===== config.mk =====
export PLATFORM = sky130hd
export DESIGN_NAME = hdclk_gen
export DESIGN_NICKNAME = d
export VERILOG_FILES = /design/src/rtl/hdclk_pkg.sv /design/src/rtl/hdclk_cfg.sv /design/src/rtl/hdclk_slot_ctr.sv /design/src/rtl/hdclk_slot_dec.sv /design/src/rtl/hdclk_gen.sv
export SDC_FILE = /design/constraint.sdc
export NUM_CORES = 1
export LEC_CHECK = 0
export ABC_AREA = 1
export BUFFER_PORTS_ARGS = -buffer_cell sky130_fd_sc_hd__buf_4
export CORE_ASPECT_RATIO = 1.4
export CORE_UTILIZATION = 64
export DETAILED_ROUTE_END_ITERATION = 6
export GPL_TIMING_DRIVEN = 1
export PLACE_DENSITY = 0.85
export SKIP_LAST_GASP = 1
export SYNTH_ARGS = -nofsm -noshare
export SYNTH_HDL_FRONTEND = slang
export SYNTH_SLANG_ARGS = --single-unit

===== constraint.sdc =====
create_clock -name clk -period 6.79 [get_ports clk]
set_input_delay 0.3395 -clock clk [delete_from_list [all_inputs] [get_ports clk]]
set_output_delay 0.3395 -clock clk [all_outputs]
set_load 0.05 [all_outputs]

===== src/rtl/hdclk_pkg.sv =====
package hdclk_pkg;

  // Map a period code to a cycle count; code 0 stands for the full range.
  function automatic int unsigned code_to_span(int unsigned code, int unsigned full);
    return (code == 0) ? full : code;
  endfunction

endpackage


===== src/rtl/hdclk_cfg.sv =====
module hdclk_cfg #(
  parameter  int CFG_W  = 4,
  localparam int SLOT_W = CFG_W + 1
) (
  input  logic              clk,
  input  logic              rst_n,
  input  logic              en,
  input  logic [CFG_W-1:0]  period_in,
  output logic [SLOT_W-1:0] span
);
  import hdclk_pkg::*;

  logic [CFG_W-1:0] period_q;
  logic [CFG_W-1:0] period_d;

  // Capture only while the generator is idle.
  always_comb begin
    period_d = en ? period_q : period_in;
  end

  always_ff @(posedge clk or negedge rst_n) begin
    if (!rst_n) period_q <= '0;
    else        period_q <= period_d;
  end

  always_comb begin
    span = SLOT_W'(code_to_span(int'(period_q), 1 << CFG_W));
  end
endmodule


===== src/rtl/hdclk_slot_ctr.sv =====
module hdclk_slot_ctr #(
  parameter  int CFG_W  = 4,
  localparam int SLOT_W = CFG_W + 1,
  localparam int SUM_W  = SLOT_W + 1
) (
  input  logic              clk,
  input  logic              rst_n,
  input  logic              en,
  input  logic              adv,
  input  logic [CFG_W-1:0]  phase_in,
  input  logic [SLOT_W-1:0] span,
  output logic [SLOT_W-1:0] slot
);
  logic [SUM_W-1:0]  limit;
  logic [SUM_W-1:0]  raw_step;
  logic [SUM_W-1:0]  wrap_step;
  logic [SLOT_W-1:0] slot_d;

  always_comb begin
    limit    = {span, 1'b0};
    raw_step = {1'b0, slot} + SUM_W'(2);
    wrap_step = (raw_step >= limit) ? (raw_step - limit) : raw_step;
    if (!en)      slot_d = SLOT_W'(phase_in);
    else if (adv) slot_d = wrap_step[SLOT_W-1:0];
    else          slot_d = slot;
  end

  always_ff @(posedge clk or negedge rst_n) begin
    if (!rst_n) slot <= '0;
    else        slot <= slot_d;
  end
endmodule


===== src/rtl/hdclk_slot_dec.sv =====
module hdclk_slot_dec #(
  parameter  int CFG_W  = 4,
  parameter  int LANES  = 2,
  localparam int SLOT_W = CFG_W + 1,
  localparam int SUM_W  = SLOT_W + 1
) (
  input  logic [SLOT_W-1:0] slot,
  input  logic [SLOT_W-1:0] span,
  output logic [LANES-1:0]  half_bits
);
  logic [SUM_W-1:0] limit;

  always_comb begin
    limit = {span, 1'b0};
  end

  // Lane k shows the half-slot k positions ahead of the current one.
  for (genvar k = 0; k < LANES; k++) begin : g_lane
    logic [SUM_W-1:0] raw_pos;
    logic [SUM_W-1:0] pos;
    always_comb begin
      raw_pos      = {1'b0, slot} + SUM_W'(k);
      pos          = (raw_pos >= limit) ? (raw_pos - limit) : raw_pos;
      half_bits[k] = (pos >= {1'b0, span});
    end
  end
endmodule


===== src/rtl/hdclk_gen.sv =====
module hdclk_gen #(
  parameter  int CFG_W  = 4,
  localparam int SLOT_W = CFG_W + 1
) (
  input  logic             clk,
  input  logic             rst_n,
  input  logic             en,
  input  logic             adv,
  input  logic [CFG_W-1:0] period_in,
  input  logic [CFG_W-1:0] phase_in,
  output logic             clk_p,
  output logic             clk_n
);
  logic [SLOT_W-1:0] span;
  logic [SLOT_W-1:0] slot;
  logic [1:0]        half_bits;

  hdclk_cfg #(.CFG_W(CFG_W)) u_cfg (
    .clk       (clk),
    .rst_n     (rst_n),
    .en        (en),
    .period_in (period_in),
    .span      (span)
  );

  hdclk_slot_ctr #(.CFG_W(CFG_W)) u_ctr (
    .clk      (clk),
    .rst_n    (rst_n),
    .en       (en),
    .adv      (adv),
    .phase_in (phase_in),
    .span     (span),
    .slot     (slot)
  );

  hdclk_slot_dec #(.CFG_W(CFG_W), .LANES(2)) u_dec (
    .slot      (slot),
    .span      (span),
    .half_bits (half_bits)
  );

  always_comb begin
    clk_p = half_bits[0];
    clk_n = half_bits[1];
  end
endmodule


# Yosys cells after proc, flatten, opt, wreduce, memory -nomap -nowiden
# Index checks and enable logic that the tools add are counted.
# word_totals
reg_bits,9
latch_bits,0
ramBits,0
romBits,0
in_bits,12
out_inout_bits,2
elab_cells,20
mem_count,0
# classes
addsub,5
mul,0
n_div,0
order_cmp,5
n_eq_ne,1
shift,0
muxes,6
n_bitwise,0
n_reduce_logical,1
# ops
operator,count
$mux W5,4
$ge A6 B5 Y1,2
$ge A6 B6 Y1,2
$mux W6,2
$add A5 B1 Y6 const B,1
$add A5 B2 Y6 const B,1
$ge A5 B6 Y1,1
$sub A5 B6 Y6,1
$sub A6 B6 Y6,1
$sub A5 B5 Y5,1
$logic_not A4 Y1,1
$ne A2 B1 Y1 const B,1

# Longest topological paths before layout
# Gate-level depths: netlist of the first run.
# depth
depth_word,6
depth_mapped,23
mapped_depth_nobuf,23

# Hierarchy
# Synthesis of the first run repeated with hierarchy kept, for this count alone.
# hier_totals
cells_unflattened,248
area_unflattened_um2,1646.6
# by_module_without_submodules
module,instances,cells_per_inst,area_per_inst_um2,seq_area_each_um2
hdclk_slot_dec,1,139,878.3,0.0
hdclk_slot_ctr,1,82,576.8,125.1
hdclk_cfg,1,27,191.4,100.1

# Worst setup path after synthesis of the first run
# No wires, ideal clock.
# synth_timing
path_type,register to output
from,register u_ctr.slot[1]
to,output port clk_n
arrival_ns,2.887
required_ns,6.451
path_slack_ns,3.564
path_stages_with_launch,24
path_buffers,0
cell_sequence,dfrtp_1 ha_1 nand2_1 inv_1 nand2_1 nand2_1 inv_1 ha_1 a21oi_1 nand2_1 nor2_1 nand2_2 nand2_4 nand2_4 nand2_1 o21ai_1 ha_1 a21oi_1 nand3b_1 nand2_1 nand2_1 nand3_1 nand2_1 nand2_1
# synth_via
elab_chain_cells,4
elab_cells_between_ends,5
classes_between,add/sub (2); order compare (2); mux (1)
# synth_lines
element,line,source
"start, declared",hdclk_slot_ctr.sv:12,output logic [SLOT_W-1:0] slot
"start signal, assigned",hdclk_slot_ctr.sv:30,else slot <= slot_d;
$add A5 B1 Y6 *,hdclk_slot_dec.sv:22,"raw_pos = {1'b0, slot} + SUM_W'(k);"
$sub A6 B6 Y6 or $ge A6 B6 Y1 (tied branches),hdclk_slot_dec.sv:23,pos = (raw_pos >= limit) ? (raw_pos - limit) : raw_pos;
$mux W6 *,hdclk_slot_dec.sv:23,
$ge A6 B5 Y1 *,hdclk_slot_dec.sv:24,"half_bits[k] = (pos >= {1'b0, span});"
"end, declared",hdclk_gen.sv:12,output logic clk_n
# Mark *: on every way between the ends. The rest lies on a longest branch, timed or not.

# Final worst setup path of the first run
# layout_timing
from,register u_ctr.slot[2]
to,output port clk_n
# The elaborated chain is that of the path after synthesis.

==> results of run 1 <==
==> path summary, 6_finish.rpt <==
kind / startpoint / endpoint / slack, ns / depth (start not counted)
max reg2reg: u_ctr.slot[2] / u_ctr.slot[3] / 4.42 / 13
max: u_ctr.slot[2] / clk_n / 2.81 / 23
min in group asynchronous: rst_n / u_ctr.slot[0] / 0.43 / 2
min: period_in[0] / u_cfg.period_q[0] / 0.27 / 3
max in group asynchronous: rst_n / u_ctr.slot[2] / 6.23 / 2
min reg2reg: u_cfg.period_q[0] / u_cfg.period_q[0] / 0.67 / 2
==> sequential cells by signal (all words and copies together), names as in the netlist <==
name / cells
u_ctr.slot: 5
u_cfg.period_q: 4
==> metal layers <==
| metal | wire [µm] | GRT usage [%] | vias to the layer above |
|---|---|---|---|
| met5 | 0 | 0 | - |
| met4 | 121 | 12.9 | 0 |
| met3 | 108 | 2.44 | 11 |
| met2 | 1750 | 55.4 | 38 |
| met1 | 1340 | 34.2 | 657 |
| li1 | - | - | 742 |
==> per-stage QoR <==
step	power (mW)	worst slack, ns	util (%)	cells	hold WS (ns)
CTS	0.519	2.83	74.6	258	0.264
global placement	0.458	3.34	72.9	253	0.163
finish	0.519	2.81	74.6	258	0.267
global route	0.576	2.51	74.6	258	0.258
detailed placement	0.474	3.14	72.9	253	0.169
floorplan	0.395	3.56	-	223	0.0439
==> synth_stat cells <==
library cell	instances
sky130_fd_sc_hd__nand2_1	66
sky130_fd_sc_hd__inv_1	28
sky130_fd_sc_hd__ha_1	22
sky130_fd_sc_hd__nand3_1	19
sky130_fd_sc_hd__o21ai_0	11
sky130_fd_sc_hd__nor2_1	10
sky130_fd_sc_hd__dfrtp_1	9
sky130_fd_sc_hd__a21oi_1	8
sky130_fd_sc_hd__inv_2	6
sky130_fd_sc_hd__nand2_2	5
sky130_fd_sc_hd__nand3_2	4
sky130_fd_sc_hd__nand3b_1	4
sky130_fd_sc_hd__o21ai_1	4
sky130_fd_sc_hd__clkbuf_1	3
sky130_fd_sc_hd__fa_1	3
sky130_fd_sc_hd__nand2_4	3
sky130_fd_sc_hd__nor3_1	3
sky130_fd_sc_hd__or2_2	3
sky130_fd_sc_hd__buf_4	2
sky130_fd_sc_hd__nand3_4	2
sky130_fd_sc_hd__nand4_1	2
sky130_fd_sc_hd__a21o_1	1
sky130_fd_sc_hd__a21oi_2	1
sky130_fd_sc_hd__a21oi_4	1
sky130_fd_sc_hd__nand4_2	1
sky130_fd_sc_hd__xnor2_1	1
sky130_fd_sc_hd__xor2_1	1
==> area by class of cell <==
class                      instances  area (µm²)
sequential                         9         225
clock buffer                       4        26.3
tap                               22        27.5
inverter                          34         128
fill                             186         553
multi-input combinational        175        1110
timing repair buffer              14         108
==> power by group through the flow <==
| stage | logic [mW] | clock network, mW | registers, mW |
|---|---|---|---|
| floorplan | 0.323 | 0 | 0.0713 |
| global placement | 0.378 | 0 | 0.0805 |
| detailed placement | 0.393 | 0 | 0.0810 |
| CTS | 0.396 | 0.0430 | 0.0805 |
| global route | 0.448 | 0.0461 | 0.0827 |
| finish | 0.396 | 0.0416 | 0.0810 |
==> cell families after synthesis <==
family,count (synthesis)
compound gates,26
xor+xnor,2
fa+ha+maj,25
buf+inv,39
flops,9
simple gates,122
==> worst max-delay path, delay by kind of cell (launching register included) <==
family / cells / cell delay [ns]
adders and majority gates: 3 / 0.93
buffers and inverters: 3 / 0.32
and+or+nand+nor: 14 / 1.10
DFF: 1 / 0.58
AOI/OAI and AO/OA: 3 / 0.44
==> flow_summary.html, run 1 <==
<table>
<tr><th>Metric</th><th>Value</th></tr>
<tr><th colspan="2">Pwr</th></tr>
<tr><td>Power density normalized to cell area</td><td>roughly 320 nW/µm²</td></tr>
<tr><td>Share of power burned in registers</td><td>between 10% and 20%</td></tr>
<tr><td>Clock Power Share</td><td>8.0%</td></tr>
<tr><td>Leakage power of the design</td><td>0.908 nW</td></tr>
<tr><td>Share of total power consumed by net switching</td><td>~55%</td></tr>
<tr><td>Fraction of power consumed by combinational cells</td><td>between 70 and 80%</td></tr>
<tr><td>Switching power</td><td>around 0.28 mW</td></tr>
<tr><td>Int Pwr</td><td>0.235 mW</td></tr>
<tr><td>Worst vdd rail ir drop</td><td>~200 µV</td></tr>
<tr><th colspan="2">Run status</th></tr>
<tr><td>Outcome</td><td>complete, no violations</td></tr>
<tr><th colspan="2">Critical path</th></tr>
<tr><td>Kind of start point of the critical path</td><td>flop</td></tr>
<tr><td>Max stage delay on crit path</td><td>between 0.5 and 0.6 ns</td></tr>
<tr><td>Largest fanout on the critical path</td><td>10</td></tr>
<tr><td>Data required, critical path</td><td>6.45 ns</td></tr>
<tr><td>Kind of critical path</td><td>reg -&gt; out</td></tr>
<tr><td>Endpoint kind of the worst setup timing path</td><td>primary output</td></tr>
<tr><td>Critical Path Slowest Stage Cell</td><td>sky130_fd_sc_hd__dfrtp_1</td></tr>
<tr><td>Most common cell type on the critical path</td><td>sky130_fd_sc_hd__nand2_1</td></tr>
<tr><td>CP Cell Sequence</td><td>ha_1 -&gt; nand2_1 -&gt; inv_1 -&gt; nand2_1 -&gt; nand2_1 -&gt; inv_1 -&gt; ha_1 -&gt; a21oi_1 -&gt; nand2_1 -&gt; nor2_1 -&gt; nand2_2 -&gt; nand2_4 -&gt; nand2_4 -&gt; nand3_1 -&gt; o21ai_1 -&gt; ha_1 -&gt; a21oi_1 -&gt; nand2_1 -&gt; nand2_1 -&gt; nand3_1 -&gt; nand2_1 -&gt; nand2_1 -&gt; buf_4</td></tr>
<tr><td>Arr. time, crit path</td><td>~3.6 ns</td></tr>
<tr><th colspan="2">Timing</th></tr>
<tr><td>Setup clock skew after layout</td><td>roughly 0.0034 ns</td></tr>
<tr><td>Slew Limit Headroom</td><td>around 74%</td></tr>
<tr><td>Maximum clock frequency</td><td>about 0.25 GHz</td></tr>
<tr><td>Slew @ Worst Pin</td><td>just under 0.4 ns</td></tr>
<tr><td>Final Hold Vio Count</td><td>0</td></tr>
<tr><td>Final slew viol count</td><td>0</td></tr>
<tr><td>Final setup violation count</td><td>0</td></tr>
<tr><td>Post-route clock period utilization</td><td>between 50 and 60%</td></tr>
<tr><td>Minimum period implied by the final worst setup slack</td><td>just under 4 ns</td></tr>
<tr><td>Total negative slack</td><td>0 ns</td></tr>
<tr><td>Setup repair after global routing missed its margin</td><td>no</td></tr>
<tr><th colspan="2">Die</th></tr>
<tr><td>Core Rows</td><td>20</td></tr>
<tr><td>I/O pin cnt</td><td>14</td></tr>
<tr><td>Initial standard-cell utilization of the core</td><td>~68%</td></tr>
<tr><td>Total die area</td><td>approximately 2500 µm²</td></tr>
<tr><td>Placeable core area</td><td>2180 µm²</td></tr>
<tr><td>Vertical extent of the die</td><td>approximately 59 µm</td></tr>
<tr><td>Die Wd</td><td>between 40 and 50 µm</td></tr>
<tr><th colspan="2">Detailed routing</th></tr>
<tr><td>Pre-Repair DR Iteration Count</td><td>4</td></tr>
<tr><td>Routed WL</td><td>~3300 µm</td></tr>
<tr><td>Routed length per placed instance</td><td>12.9 µm</td></tr>
<tr><td>Count of nets left with antenna violations after detail routing</td><td>0</td></tr>
<tr><td>Iteration-0 DRC Markers</td><td>43</td></tr>
<tr><td>Via density</td><td>5.61</td></tr>
<tr><td>DRC errors left</td><td>0</td></tr>
<tr><td>Via count</td><td>1448</td></tr>
<tr><th colspan="2">Logic synthesis</th></tr>
<tr><td>Post-Synthesis Cell Area</td><td>1490 µm²</td></tr>
<tr><td>Average cell area after synthesis</td><td>approximately 6.7 µm²</td></tr>
<tr><td>Yosys reg bits</td><td>9</td></tr>
<tr><td>Synthesized instance count</td><td>223</td></tr>
<tr><td>Library cell with the largest summed area after synthesis</td><td>sky130_fd_sc_hd__ha_1</td></tr>
<tr><td>Dominant combinational cell family by area after synthesis</td><td>simple AND/OR/NAND/NOR gates</td></tr>
<tr><td>Number of warnings printed during yosys synthesis</td><td>0</td></tr>
<tr><td>Yosys top cell area share</td><td>between 15 and 20%</td></tr>
<tr><td>Adder-Cell Fraction of Synth Area</td><td>approximately 23%</td></tr>
<tr><td>Part of the Yosys area used for sequential elements</td><td>roughly 15%</td></tr>
<tr><td>Ranking of synthesized cells by area</td><td>sky130_fd_sc_hd__ha_1 18%, sky130_fd_sc_hd__nand2_1 17%, sky130_fd_sc_hd__dfrtp_1 15%</td></tr>
<tr><td>Compound-Gate Fraction of Synth Area</td><td>under 10%</td></tr>
<tr><td>Proportion of synthesized area in mux cells</td><td>0%</td></tr>
<tr><td>Simple-gate share of the synthesized area</td><td>40.9%</td></tr>
<tr><td>Nets in the synthesized netlist</td><td>260</td></tr>
<tr><td>Number of distinct library cell variants in the gate-level netlist after synthesis</td><td>27</td></tr>
<tr><td>Xor and xnor fraction of the mapped netlist area</td><td>1.18%</td></tr>
<tr><th colspan="2">Global routing</th></tr>
<tr><td>Total GRT Usage</td><td>roughly 30%</td></tr>
<tr><td>Grt total ovfl</td><td>0</td></tr>
<tr><td>Number of antenna violations at the first check in global routing</td><td>0</td></tr>
<tr><td>Wire length of the first global-routing pass</td><td>approximately 5800 µm</td></tr>
<tr><td>Via count of the first global-routing pass</td><td>about 1400</td></tr>
<tr><td>Maximum number of pins on one net before global-route repair</td><td>14</td></tr>
<tr><th colspan="2">Clock tree</th></tr>
<tr><td>Max clock buf depth</td><td>2</td></tr>
<tr><td>CTS tree</td><td>done</td></tr>
<tr><td>Root Buffer Master</td><td>sky130_fd_sc_hd__clkbuf_4</td></tr>
<tr><td># H-tree levels</td><td>1</td></tr>
<tr><td>Clock net sink count</td><td>9</td></tr>
<tr><td>Register clock-pin slew on the reported worst setup and hold paths</td><td>approximately 0.060 ns</td></tr>
<tr><td>Worst-skew pair later-pin latency</td><td>between 0.2 and 0.3 ns</td></tr>
<tr><td>Count of hold buffers inserted by post-cts repair</td><td>1</td></tr>
<tr><td>Total clock buffers created by CTS</td><td>3</td></tr>
<tr><td>CTS resizes</td><td>0</td></tr>
<tr><td>Number of buffers added for setup after CTS</td><td>0</td></tr>
<tr><th colspan="2">Layout</th></tr>
<tr><td>Synthesis-to-layout area growth</td><td>9.08%</td></tr>
<tr><td>Fraction of layout cells with a size suffix above 1</td><td>between 15 and 20%</td></tr>
<tr><td>Nets@finish</td><td>274</td></tr>
<tr><td>Count of antenna diodes in the layout</td><td>0</td></tr>
<tr><td>Commonest non-fill, non-tap cells in the layout</td><td>66 x sky130_fd_sc_hd__nand2_1, 28 x sky130_fd_sc_hd__inv_1, 22 x sky130_fd_sc_hd__ha_1</td></tr>
<tr><td>Commonest non-fill, non-tap cell in the layout</td><td>sky130_fd_sc_hd__nand2_1</td></tr>
<tr><td>Final design instance area without fill</td><td>1620 µm²</td></tr>
<tr><th colspan="2">Placement</th></tr>
<tr><td>Number of port buffers</td><td>13</td></tr>
<tr><td>Dpl cell area</td><td>~1600 µm²</td></tr>
<tr><td>Half-perimeter wire length after detailed placement</td><td>about 2700 µm</td></tr>
<tr><td>Final GP Congestion</td><td>approximately 0.95</td></tr>
<tr><th colspan="2">Flow run</th></tr>
<tr><td>Maximum capacitance violations</td><td>0</td></tr>
<tr><th colspan="2">Hold path</th></tr>
<tr><td>Type of the most critical hold path</td><td>in -&gt; reg</td></tr>
</table>
Power figures use the tool's default switching activity.
==> run 2: changes to the inputs <==
- ABC_AREA: 1 -> 0
- CORE_UTILIZATION: 64 -> 54
- PLACE_DENSITY: 0.85 -> 0.77
- clock period: 6.79 -> 3.4 ns (I/O delays scaled with it)
==> flow_summary.html, run 2 <==
<table>
<tr><th>Metric</th><th>Value</th></tr>
<tr><th colspan="2">Run status</th></tr>
<tr><td>Outcome</td><td>finished, violations left</td></tr>
<tr><td>Violated checks</td><td>negative setup slack</td></tr>
<tr><th colspan="2">Critical path</th></tr>
<tr><td>Arr. time, crit path</td><td>around 3.4 ns</td></tr>
<tr><td>Data required, critical path</td><td>~3.2 ns</td></tr>
<tr><td>Kind of critical path</td><td>reg -&gt; out</td></tr>
<tr><td>Endpoint kind of the worst setup timing path</td><td>primary output</td></tr>
<tr><td>Kind of start point of the critical path</td><td>flop</td></tr>
<tr><td>Largest fanout on the critical path</td><td>4</td></tr>
<tr><th colspan="2">Layout</th></tr>
<tr><td>Post-route core utilization</td><td>77.8%</td></tr>
<tr><td>Footprint of the multi-input gates</td><td>around 1200 µm²</td></tr>
<tr><td>Count of antenna diodes in the layout</td><td>0</td></tr>
<tr><td>Filler cells</td><td>160</td></tr>
<tr><td>Largest registers ranked by flip-flop count</td><td>u_ctr.slot: 5 flops, u_cfg.period_q: 4 flops</td></tr>
<tr><td>Flip-flop count of the largest register, all copies and words added</td><td>5</td></tr>
<tr><td>Synthesis-to-layout area growth</td><td>33.8%</td></tr>
<tr><td>Nets@finish</td><td>between 200 and 250</td></tr>
<tr><td>Final design instance area without fill</td><td>roughly 1900 µm²</td></tr>
<tr><td>Seq. cell area</td><td>about 230 µm²</td></tr>
<tr><td>Commonest non-fill, non-tap cells in the layout</td><td>30 x sky130_fd_sc_hd__buf_4, 15 x sky130_fd_sc_hd__inv_1, 15 x sky130_fd_sc_hd__ha_1</td></tr>
<tr><td>Cell Count, Final, Fillers Out</td><td>~230</td></tr>
<tr><td>Commonest non-fill, non-tap cell in the layout</td><td>sky130_fd_sc_hd__buf_4</td></tr>
<tr><td>Most flops, register</td><td>u_ctr.slot</td></tr>
<tr><td>Fraction of layout cells with a size suffix above 1</td><td>around 39%</td></tr>
<tr><th colspan="2">Global routing</th></tr>
<tr><td>Maximum number of pins on one net before global-route repair</td><td>14</td></tr>
<tr><td>Wire length of the first global-routing pass</td><td>between 6000 and 7000 µm</td></tr>
<tr><td>Total GRT Usage</td><td>29.5%</td></tr>
<tr><td>Via count of the first global-routing pass</td><td>approximately 1400</td></tr>
<tr><td>Number of antenna violations at the first check in global routing</td><td>0</td></tr>
<tr><td>Grt total ovfl</td><td>0</td></tr>
<tr><th colspan="2">Timing</th></tr>
<tr><td>Maximum clock frequency</td><td>between 0.2 and 0.3 GHz</td></tr>
<tr><td>Post-route clock period utilization</td><td>106%</td></tr>
<tr><td>Setup repair after global routing missed its margin</td><td>yes</td></tr>
<tr><td>Slew @ Worst Pin</td><td>0.469 ns</td></tr>
<tr><td>Final Hold Vio Count</td><td>0</td></tr>
<tr><td>Worst path setup slack after routing</td><td>-0.210 ns</td></tr>
<tr><td>Final setup violation count</td><td>1</td></tr>
<tr><td>Slew Limit Headroom</td><td>just under 70%</td></tr>
<tr><td>Minimum period implied by the final worst setup slack</td><td>roughly 3.6 ns</td></tr>
<tr><td>Worst-case hold slack</td><td>~0.14 ns</td></tr>
<tr><td>Final slew viol count</td><td>0</td></tr>
<tr><td>Setup clock skew after layout</td><td>0.0124 ns</td></tr>
<tr><th colspan="2">Placement</th></tr>
<tr><td>Final GP Congestion</td><td>0.967</td></tr>
<tr><td>Dpl cell area</td><td>1630 µm²</td></tr>
<tr><td>Number of port buffers</td><td>13</td></tr>
<tr><td>Number of cells after detailed placement</td><td>roughly 210</td></tr>
<tr><td>Half-perimeter wire length after detailed placement</td><td>around 2800 µm</td></tr>
<tr><th colspan="2">Clock tree</th></tr>
<tr><td>Max clock buf depth</td><td>2</td></tr>
<tr><td>Worst-skew pair later-pin latency</td><td>between 0.2 and 0.3 ns</td></tr>
<tr><td>Total clock buffers created by CTS</td><td>3</td></tr>
<tr><td># H-tree levels</td><td>1</td></tr>
<tr><td>Root Buffer Master</td><td>sky130_fd_sc_hd__clkbuf_4</td></tr>
<tr><td>Register clock-pin slew on the reported worst setup and hold paths</td><td>around 0.070 ns</td></tr>
<tr><td>Clock net sink count</td><td>9</td></tr>
<tr><td>CTS tree</td><td>done</td></tr>
<tr><th colspan="2">Logic synthesis</th></tr>
<tr><td>Post-Synthesis Cell Area</td><td>between 1000 and 1500 µm²</td></tr>
<tr><td>Most frequent cell after synthesis</td><td>sky130_fd_sc_hd__ha_1</td></tr>
<tr><td>Number of flops mapped to enable cells by yosys</td><td>0</td></tr>
<tr><td>Commonest cells in the synthesized netlist</td><td>22 x sky130_fd_sc_hd__ha_1, 18 x sky130_fd_sc_hd__inv_1, 14 x sky130_fd_sc_hd__o21ai_0, 9 x sky130_fd_sc_hd__dfrtp_1, 8 x sky130_fd_sc_hd__nor2_1</td></tr>
<tr><td>Main flop type after synthesis</td><td>sky130_fd_sc_hd__dfrtp_1</td></tr>
<tr><td>Number of distinct library cell variants in the gate-level netlist after synthesis</td><td>46</td></tr>
<tr><td>Library cell with the largest summed area after synthesis</td><td>sky130_fd_sc_hd__ha_1</td></tr>
<tr><td>Yosys top cell area share</td><td>19.6%</td></tr>
<tr><td>Synthesized instance count</td><td>approximately 160</td></tr>
<tr><td>Ranking of synthesized cells by area</td><td>sky130_fd_sc_hd__ha_1 20%, sky130_fd_sc_hd__dfrtp_1 16%, sky130_fd_sc_hd__mux2i_1 5.0%</td></tr>
<tr><td>Yosys reg bits</td><td>9</td></tr>
<tr><td>Number of warnings printed during yosys synthesis</td><td>0</td></tr>
<tr><td>Part of the Yosys area used for sequential elements</td><td>between 10% and 20%</td></tr>
<tr><td>Nets in the synthesized netlist</td><td>196</td></tr>
<tr><td>Average cell area after synthesis</td><td>~8.8 µm²</td></tr>
<tr><td>Share of synthesized registers carrying an async set or reset</td><td>100%</td></tr>
<tr><th colspan="2">Die</th></tr>
<tr><td>Core Rows</td><td>21</td></tr>
<tr><td>I/O pin cnt</td><td>14</td></tr>
<tr><td>Total die area</td><td>roughly 2800 µm²</td></tr>
<tr><td>Placeable core area</td><td>2420 µm²</td></tr>
<tr><td>Initial standard-cell utilization of the core</td><td>between 50 and 60%</td></tr>
<tr><td>Vertical extent of the die</td><td>between 60 and 70 µm</td></tr>
<tr><td>Die Wd</td><td>about 45 µm</td></tr>
<tr><th colspan="2">Detailed routing</th></tr>
<tr><td>Via count</td><td>1365</td></tr>
<tr><td>Routed length per placed instance</td><td>18.4 µm</td></tr>
<tr><td>DRC errors left</td><td>0</td></tr>
<tr><td>Iteration-0 DRC Markers</td><td>between 50 and 60</td></tr>
<tr><td>Count of nets left with antenna violations after detail routing</td><td>0</td></tr>
<tr><td>Via density</td><td>approximately 6.1</td></tr>
<tr><td>Pre-Repair DR Iteration Count</td><td>4</td></tr>
<tr><td>Routed WL</td><td>~4100 µm</td></tr>
<tr><th colspan="2">Pwr</th></tr>
<tr><td>Leakage power of the design</td><td>slightly below 0.9 nW</td></tr>
<tr><td>Worst vdd rail ir drop</td><td>roughly 450 µV</td></tr>
<tr><td>Power density normalized to cell area</td><td>667 nW/µm²</td></tr>
<tr><th colspan="2">Flow run</th></tr>
<tr><td>Maximum capacitance violations</td><td>0</td></tr>
<tr><th colspan="2">Hold path</th></tr>
<tr><td>Type of the most critical hold path</td><td>in -&gt; reg</td></tr>
</table>
-- run 2: cell count changes after synthesis, moves of 5 or more --
cell	delta
sky130_fd_sc_hd__inv_1	-10
sky130_fd_sc_hd__mux2i_1	+7
sky130_fd_sc_hd__inv_2	-6
sky130_fd_sc_hd__nand2_1	-59
sky130_fd_sc_hd__nand3_1	-15
sky130_fd_sc_hd__xnor2_1	+6
sky130_fd_sc_hd__mux2_2	+6
sky130_fd_sc_hd__nand2_2	-5
-- run 2: worst paths after layout --
path | to | slack (ns) | depth (start not counted) | from
min in group asynchronous | u_cfg.period_q[2] | 0.30 | 2 | rst_n
hold reg to reg | u_cfg.period_q[1] | 0.63 | 1 | u_cfg.period_q[1]
setup reg to reg | u_ctr.slot[1] | 0.63 | 10 | u_ctr.slot[1]
setup / recovery | clk_n | -0.21 | 15 | u_ctr.slot[1]
max in group asynchronous | u_ctr.slot[1] | 2.94 | 2 | rst_n
hold / removal | u_cfg.period_q[3] | 0.14 | 2 | period_in[3]
-- run 2: through the flow --
stage	setup TNS (ns)	total power [mW]	worst slack (ns)
CTS	-0.220	1.17	-0.220
finish	-0.210	1.25	-0.210
global route	-0.383	1.34	-0.337
floorplan	0	0.751	0.00462
global placement	-0.126	0.917	-0.126
detailed placement	-0.221	0.952	-0.221
-- run 2: critical path: stages (launching register included) --
cell	delay, ns
sky130_fd_sc_hd__dfrtp_2	0.45
sky130_fd_sc_hd__ha_4	0.19
sky130_fd_sc_hd__nand2_4	0.07
sky130_fd_sc_hd__xnor2_4	0.13
sky130_fd_sc_hd__ha_4	0.25
sky130_fd_sc_hd__a21oi_4	0.15
sky130_fd_sc_hd__nand3_2	0.09
sky130_fd_sc_hd__maj3_2	0.33
sky130_fd_sc_hd__a21oi_4	0.16
sky130_fd_sc_hd__mux2i_1	0.22
sky130_fd_sc_hd__ha_1	0.28
sky130_fd_sc_hd__a2111oi_4	0.32
sky130_fd_sc_hd__a21oi_2	0.09
sky130_fd_sc_hd__a22oi_2	0.24
sky130_fd_sc_hd__o21ai_4	0.07
sky130_fd_sc_hd__buf_6	0.16
-- run 2: cell families (layout without fill, tap and decap cells) --
family                   after synthesis  in the layout  share of synthesized area [%]
AND/OR/NAND/NOR                       35             35                           14.1
buffers and inverters                 24             56                           8.28
adder cells (fa/ha/maj)               28             28                           26.2
flip-flops                             9              9                           16.0
AO/OA/AOI/OAI                         38             38                           17.6
multiplexers                          13             13                           9.80
XOR/XNOR                              12             12                           8.01
-- run 2: area by class of cell --
type	count	share of cell area [%]
tap	34	2.26
multi-input combinational	126	66.3
timing repair buffer	34	14.3
clock buffer	4	1.40
inverter	18	3.59
sequential	9	12.1
-- run 2: report_power, final --
group	internal, mW	switching, mW
combinational	0.482	0.539
sequential	0.123	0.0272
clock	0.0452	0.0369
total	0.650	0.603
-- run 2: layer usage --
| metal | share of wire, % | GRT usage (%) |
|---|---|---|
| met5 | 0 | 0 |
| met4 | 4.8 | 14.8 |
| met3 | 4.0 | 5.23 |
| met2 | 55 | 50.9 |
| met1 | 36 | 32.7 |
-- run 2: repair_timing --
action                                 CTS  global route
setup buffers                            5             1
setup endpoints to repair                2             2
gates resized for setup                 20            10
hold buffers                             1             0
endpoints found under the hold margin    9             0
pin swaps                               12            15
==> run 3: changes to the inputs <==
- ABC_AREA: 0 -> 1
- CORE_UTILIZATION: 54 -> 40
- PLACE_DENSITY: 0.77 -> not set
==> flow_summary.html, run 3 (synthesis results as in run 1) <==
<table>
<tr><th>Metric</th><th>Value</th></tr>
<tr><th colspan="2">Timing</th></tr>
<tr><td>Post-route clock period utilization</td><td>94.1%</td></tr>
<tr><td>Final slew viol count</td><td>0</td></tr>
<tr><td>Final setup violation count</td><td>0</td></tr>
<tr><td>Maximum clock frequency</td><td>between 0.3 and 0.4 GHz</td></tr>
<tr><td>Minimum period implied by the final worst setup slack</td><td>around 3.2 ns</td></tr>
<tr><td>Worst path setup slack after routing</td><td>0.201 ns</td></tr>
<tr><td>Final Hold Vio Count</td><td>0</td></tr>
<tr><td>Setup clock skew after layout</td><td>between 0.0008 and 0.0009 ns</td></tr>
<tr><td>Slew @ Worst Pin</td><td>about 0.4 ns</td></tr>
<tr><td>Slew Limit Headroom</td><td>roughly three quarters</td></tr>
<tr><td>Worst-case hold slack</td><td>approximately 0.13 ns</td></tr>
<tr><th colspan="2">Pwr</th></tr>
<tr><td>Total power</td><td>about 1.2 mW</td></tr>
<tr><td>Leakage power of the design</td><td>0.973 nW</td></tr>
<tr><td>Worst vdd rail ir drop</td><td>~540 µV</td></tr>
<tr><td>Power density normalized to cell area</td><td>645 nW/µm²</td></tr>
<tr><th colspan="2">Clock tree</th></tr>
<tr><td>Max clock buf depth</td><td>2</td></tr>
<tr><td>Clock net sink count</td><td>9</td></tr>
<tr><td>Worst-skew pair later-pin latency</td><td>0.23 ns</td></tr>
<tr><td>Register clock-pin slew on the reported worst setup and hold paths</td><td>0.04 ns</td></tr>
<tr><td># H-tree levels</td><td>1</td></tr>
<tr><td>Total clock buffers created by CTS</td><td>3</td></tr>
<tr><td>CTS tree</td><td>done</td></tr>
<tr><td>Root Buffer Master</td><td>sky130_fd_sc_hd__clkbuf_8</td></tr>
<tr><th colspan="2">Placement</th></tr>
<tr><td>Post-Place Worst Slack</td><td>0.168 ns</td></tr>
<tr><td>Half-perimeter wire length after detailed placement</td><td>between 2000 and 3000 µm</td></tr>
<tr><td>Number of port buffers</td><td>13</td></tr>
<tr><td>Final GP Congestion</td><td>roughly 0.82</td></tr>
<tr><th colspan="2">Critical path</th></tr>
<tr><td>Largest fanout on the critical path</td><td>5</td></tr>
<tr><td>Arr. time, crit path</td><td>around 3.0 ns</td></tr>
<tr><td>CP Cell Sequence</td><td>ha_2 -&gt; nand2_2 -&gt; inv_2 -&gt; nand2_1 -&gt; nand2_2 -&gt; inv_2 -&gt; ha_4 -&gt; a21oi_2 -&gt; nand2_2 -&gt; nor2_2 -&gt; nand2_2 -&gt; nand2_4 -&gt; nand2_4 -&gt; nand2_1 -&gt; o21ai_1 -&gt; ha_1 -&gt; a21oi_1 -&gt; nand3b_1 -&gt; nand2_1 -&gt; nand2_1 -&gt; nand3_1 -&gt; nand2_1 -&gt; nand2_1 -&gt; buf_6</td></tr>
<tr><td>Kind of critical path</td><td>reg -&gt; out</td></tr>
<tr><td>Flop2flop setup slack</td><td>between 1 and 1.5 ns</td></tr>
<tr><td>Kind of start point of the critical path</td><td>flop</td></tr>
<tr><td>Endpoint kind of the worst setup timing path</td><td>primary output</td></tr>
<tr><td>Origin of the critical flop-to-flop path</td><td>u_ctr.slot[1]</td></tr>
<tr><td>Cell depth of the worst flop-to-flop path</td><td>15</td></tr>
<tr><td>Max stage delay on crit path</td><td>between 0.3 and 0.4 ns</td></tr>
<tr><td>Critical Path Slowest Stage Cell</td><td>sky130_fd_sc_hd__dfrtp_1</td></tr>
<tr><td>Most common cell type on the critical path</td><td>sky130_fd_sc_hd__nand2_1</td></tr>
<tr><td>RR Endpoint</td><td>u_ctr.slot[4]</td></tr>
<tr><td>Data required, critical path</td><td>around 3.2 ns</td></tr>
<tr><th colspan="2">Flow run</th></tr>
<tr><td>Maximum capacitance violations</td><td>0</td></tr>
<tr><th colspan="2">Die</th></tr>
<tr><td>I/O pin cnt</td><td>14</td></tr>
<tr><td>Core Rows</td><td>25</td></tr>
<tr><td>Vertical extent of the die</td><td>between 70 and 80 µm</td></tr>
<tr><td>Total die area</td><td>approximately 4000 µm²</td></tr>
<tr><td>Initial standard-cell utilization of the core</td><td>a little over two fifths</td></tr>
<tr><td>Placeable core area</td><td>3470 µm²</td></tr>
<tr><td>Die Wd</td><td>approximately 54 µm</td></tr>
<tr><th colspan="2">Global routing</th></tr>
<tr><td>Global-route met2 utilization</td><td>roughly 38%</td></tr>
<tr><td>Layer with the highest usage after global routing</td><td>met2</td></tr>
<tr><td>Number of antenna violations at the first check in global routing</td><td>0</td></tr>
<tr><td>Maximum number of pins on one net before global-route repair</td><td>14</td></tr>
<tr><td>GR met1 Demand/Resource</td><td>24.4%</td></tr>
<tr><td>Wire length of the first global-routing pass</td><td>between 5000 and 6000 µm</td></tr>
<tr><td>Met3 Usage GRT</td><td>1.43%</td></tr>
<tr><td>Via count of the first global-routing pass</td><td>approximately 1400</td></tr>
<tr><td>Total GRT Usage</td><td>approximately a fifth</td></tr>
<tr><td>Grt total ovfl</td><td>0</td></tr>
<tr><th colspan="2">Layout</th></tr>
<tr><td>Synthesis-to-layout area growth</td><td>22.0%</td></tr>
<tr><td>Commonest non-fill, non-tap cells in the layout</td><td>63 x sky130_fd_sc_hd__nand2_1, 26 x sky130_fd_sc_hd__inv_1, 23 x sky130_fd_sc_hd__buf_4</td></tr>
<tr><td>Commonest non-fill, non-tap cell in the layout</td><td>sky130_fd_sc_hd__nand2_1</td></tr>
<tr><td>Count of antenna diodes in the layout</td><td>0</td></tr>
<tr><td>Fraction of layout cells with a size suffix above 1</td><td>a little over a quarter</td></tr>
<tr><td>Flip-flop count of the largest register, all copies and words added</td><td>5</td></tr>
<tr><td>Most flops, register</td><td>u_ctr.slot</td></tr>
<tr><td>Largest registers ranked by flip-flop count</td><td>u_ctr.slot: 5 flops, u_cfg.period_q: 4 flops</td></tr>
<tr><td>Nets@finish</td><td>about 290</td></tr>
<tr><th colspan="2">Hold path</th></tr>
<tr><td>Source of the worst hold timing path</td><td>adv</td></tr>
<tr><td>Hold path depth</td><td>2</td></tr>
<tr><td>Worst hold path endpoint</td><td>u_ctr.slot[4]</td></tr>
<tr><td>Type of the most critical hold path</td><td>in -&gt; reg</td></tr>
<tr><th colspan="2">Detailed routing</th></tr>
<tr><td>DRC errors left</td><td>0</td></tr>
<tr><td>Via count</td><td>approximately 1400</td></tr>
<tr><td>Pre-Repair DR Iteration Count</td><td>4</td></tr>
<tr><td>Iteration-0 DRC Markers</td><td>25</td></tr>
<tr><td>Count of nets left with antenna violations after detail routing</td><td>0</td></tr>
<tr><td>Routed length per placed instance</td><td>roughly 12 µm</td></tr>
<tr><td>Routed WL</td><td>about 3500 µm</td></tr>
<tr><td>Via density</td><td>between 4 and 5</td></tr>
<tr><th colspan="2">Run status</th></tr>
<tr><td>Outcome</td><td>complete, no violations</td></tr>
</table>
run 3: cell types whose count changed in the layout (fill, tap and decap cells not counted), sizes merged, moves of 2 or more:
cell,change
nand2,+68
nand3,+20
inv,+16
buf,-9
mux2i,-7
xnor2,-7
mux2,-6
and3,-3
maj3,-3
o211ai,-3
or2,+3
xor2,-3
nor2,+2
nor3,+2
run 3: worst max-delay path by stage:
stage,startpoint,end,slack [ns],cells after the start
final,u_ctr.slot[2],clk_n,0.20,24
after detailed placement,u_ctr.slot[1],clk_n,0.17,24
after global routing,u_ctr.slot[2],clk_n,-0.04,24
after floorplan,u_ctr.slot[1],clk_n,0.34,23
after global placement,u_ctr.slot[1],clk_n,0.25,24
after CTS,u_ctr.slot[1],clk_n,0.06,24
run 3: area by class of cell:
cell class / count / area [µm²]
repair buffers: 25 / 194
clock buffers: 4 / 45.0
fillers: 361 / 1660
inverters: 34 / 128
multi-input cells: 176 / 1170
flip-flops and latches: 9 / 226
well taps: 40 / 50.0
run 3: per-layer routing:
| metal | up-vias | routed length [µm] |
|---|---|---|
| li1 | 768 | - |
| met2 | 24 | 1880 |
| met5 | - | 0 |
| met4 | 0 | 26 |
| met1 | 643 | 1490 |
| met3 | 2 | 104 |
run 3: timing repair:
action / CTS / global route
pin swaps: 0 / 9
resized for setup: 1 / 15
endpoints found under the hold margin: 9 / 0
hold buffers: 1 / 0
endpoints found under the setup margin: 1 / 1
cloned: 0 / 1
setup buffers: 2 / 5
run 3: where the power goes:
group	internal, mW	switching (mW)
sequential	0.124	0.0228
clock	0.0815	0.0403
combinational	0.370	0.534
run 3: critical path, delay by kind of cell (launching register included):
| family | cells | cell delay, ns |
|---|---|---|
| AND/OR/NAND/NOR | 15 | 1.13 |
| adder cells (fa/ha/maj) | 3 | 0.73 |
| flip-flops | 1 | 0.35 |
| AO/OA/AOI/OAI | 3 | 0.31 |
| buffers and inverters | 3 | 0.27 |
run 3: metrics by stage:
step | setup TNS, ns | util [%] | instance area (µm²) | std cells
2_1_floorplan | 0 | - | 1490 | 223
3_3_place_gp | 0 | 47.2 | 1640 | 275
3_5_place_dp | 0 | 47.2 | 1640 | 275
4_1_cts | 0 | 49.3 | 1710 | 282
5_1_grt | -0.0428 | 52.3 | 1820 | 288
6_report | 0 | 52.3 | 1820 | 288
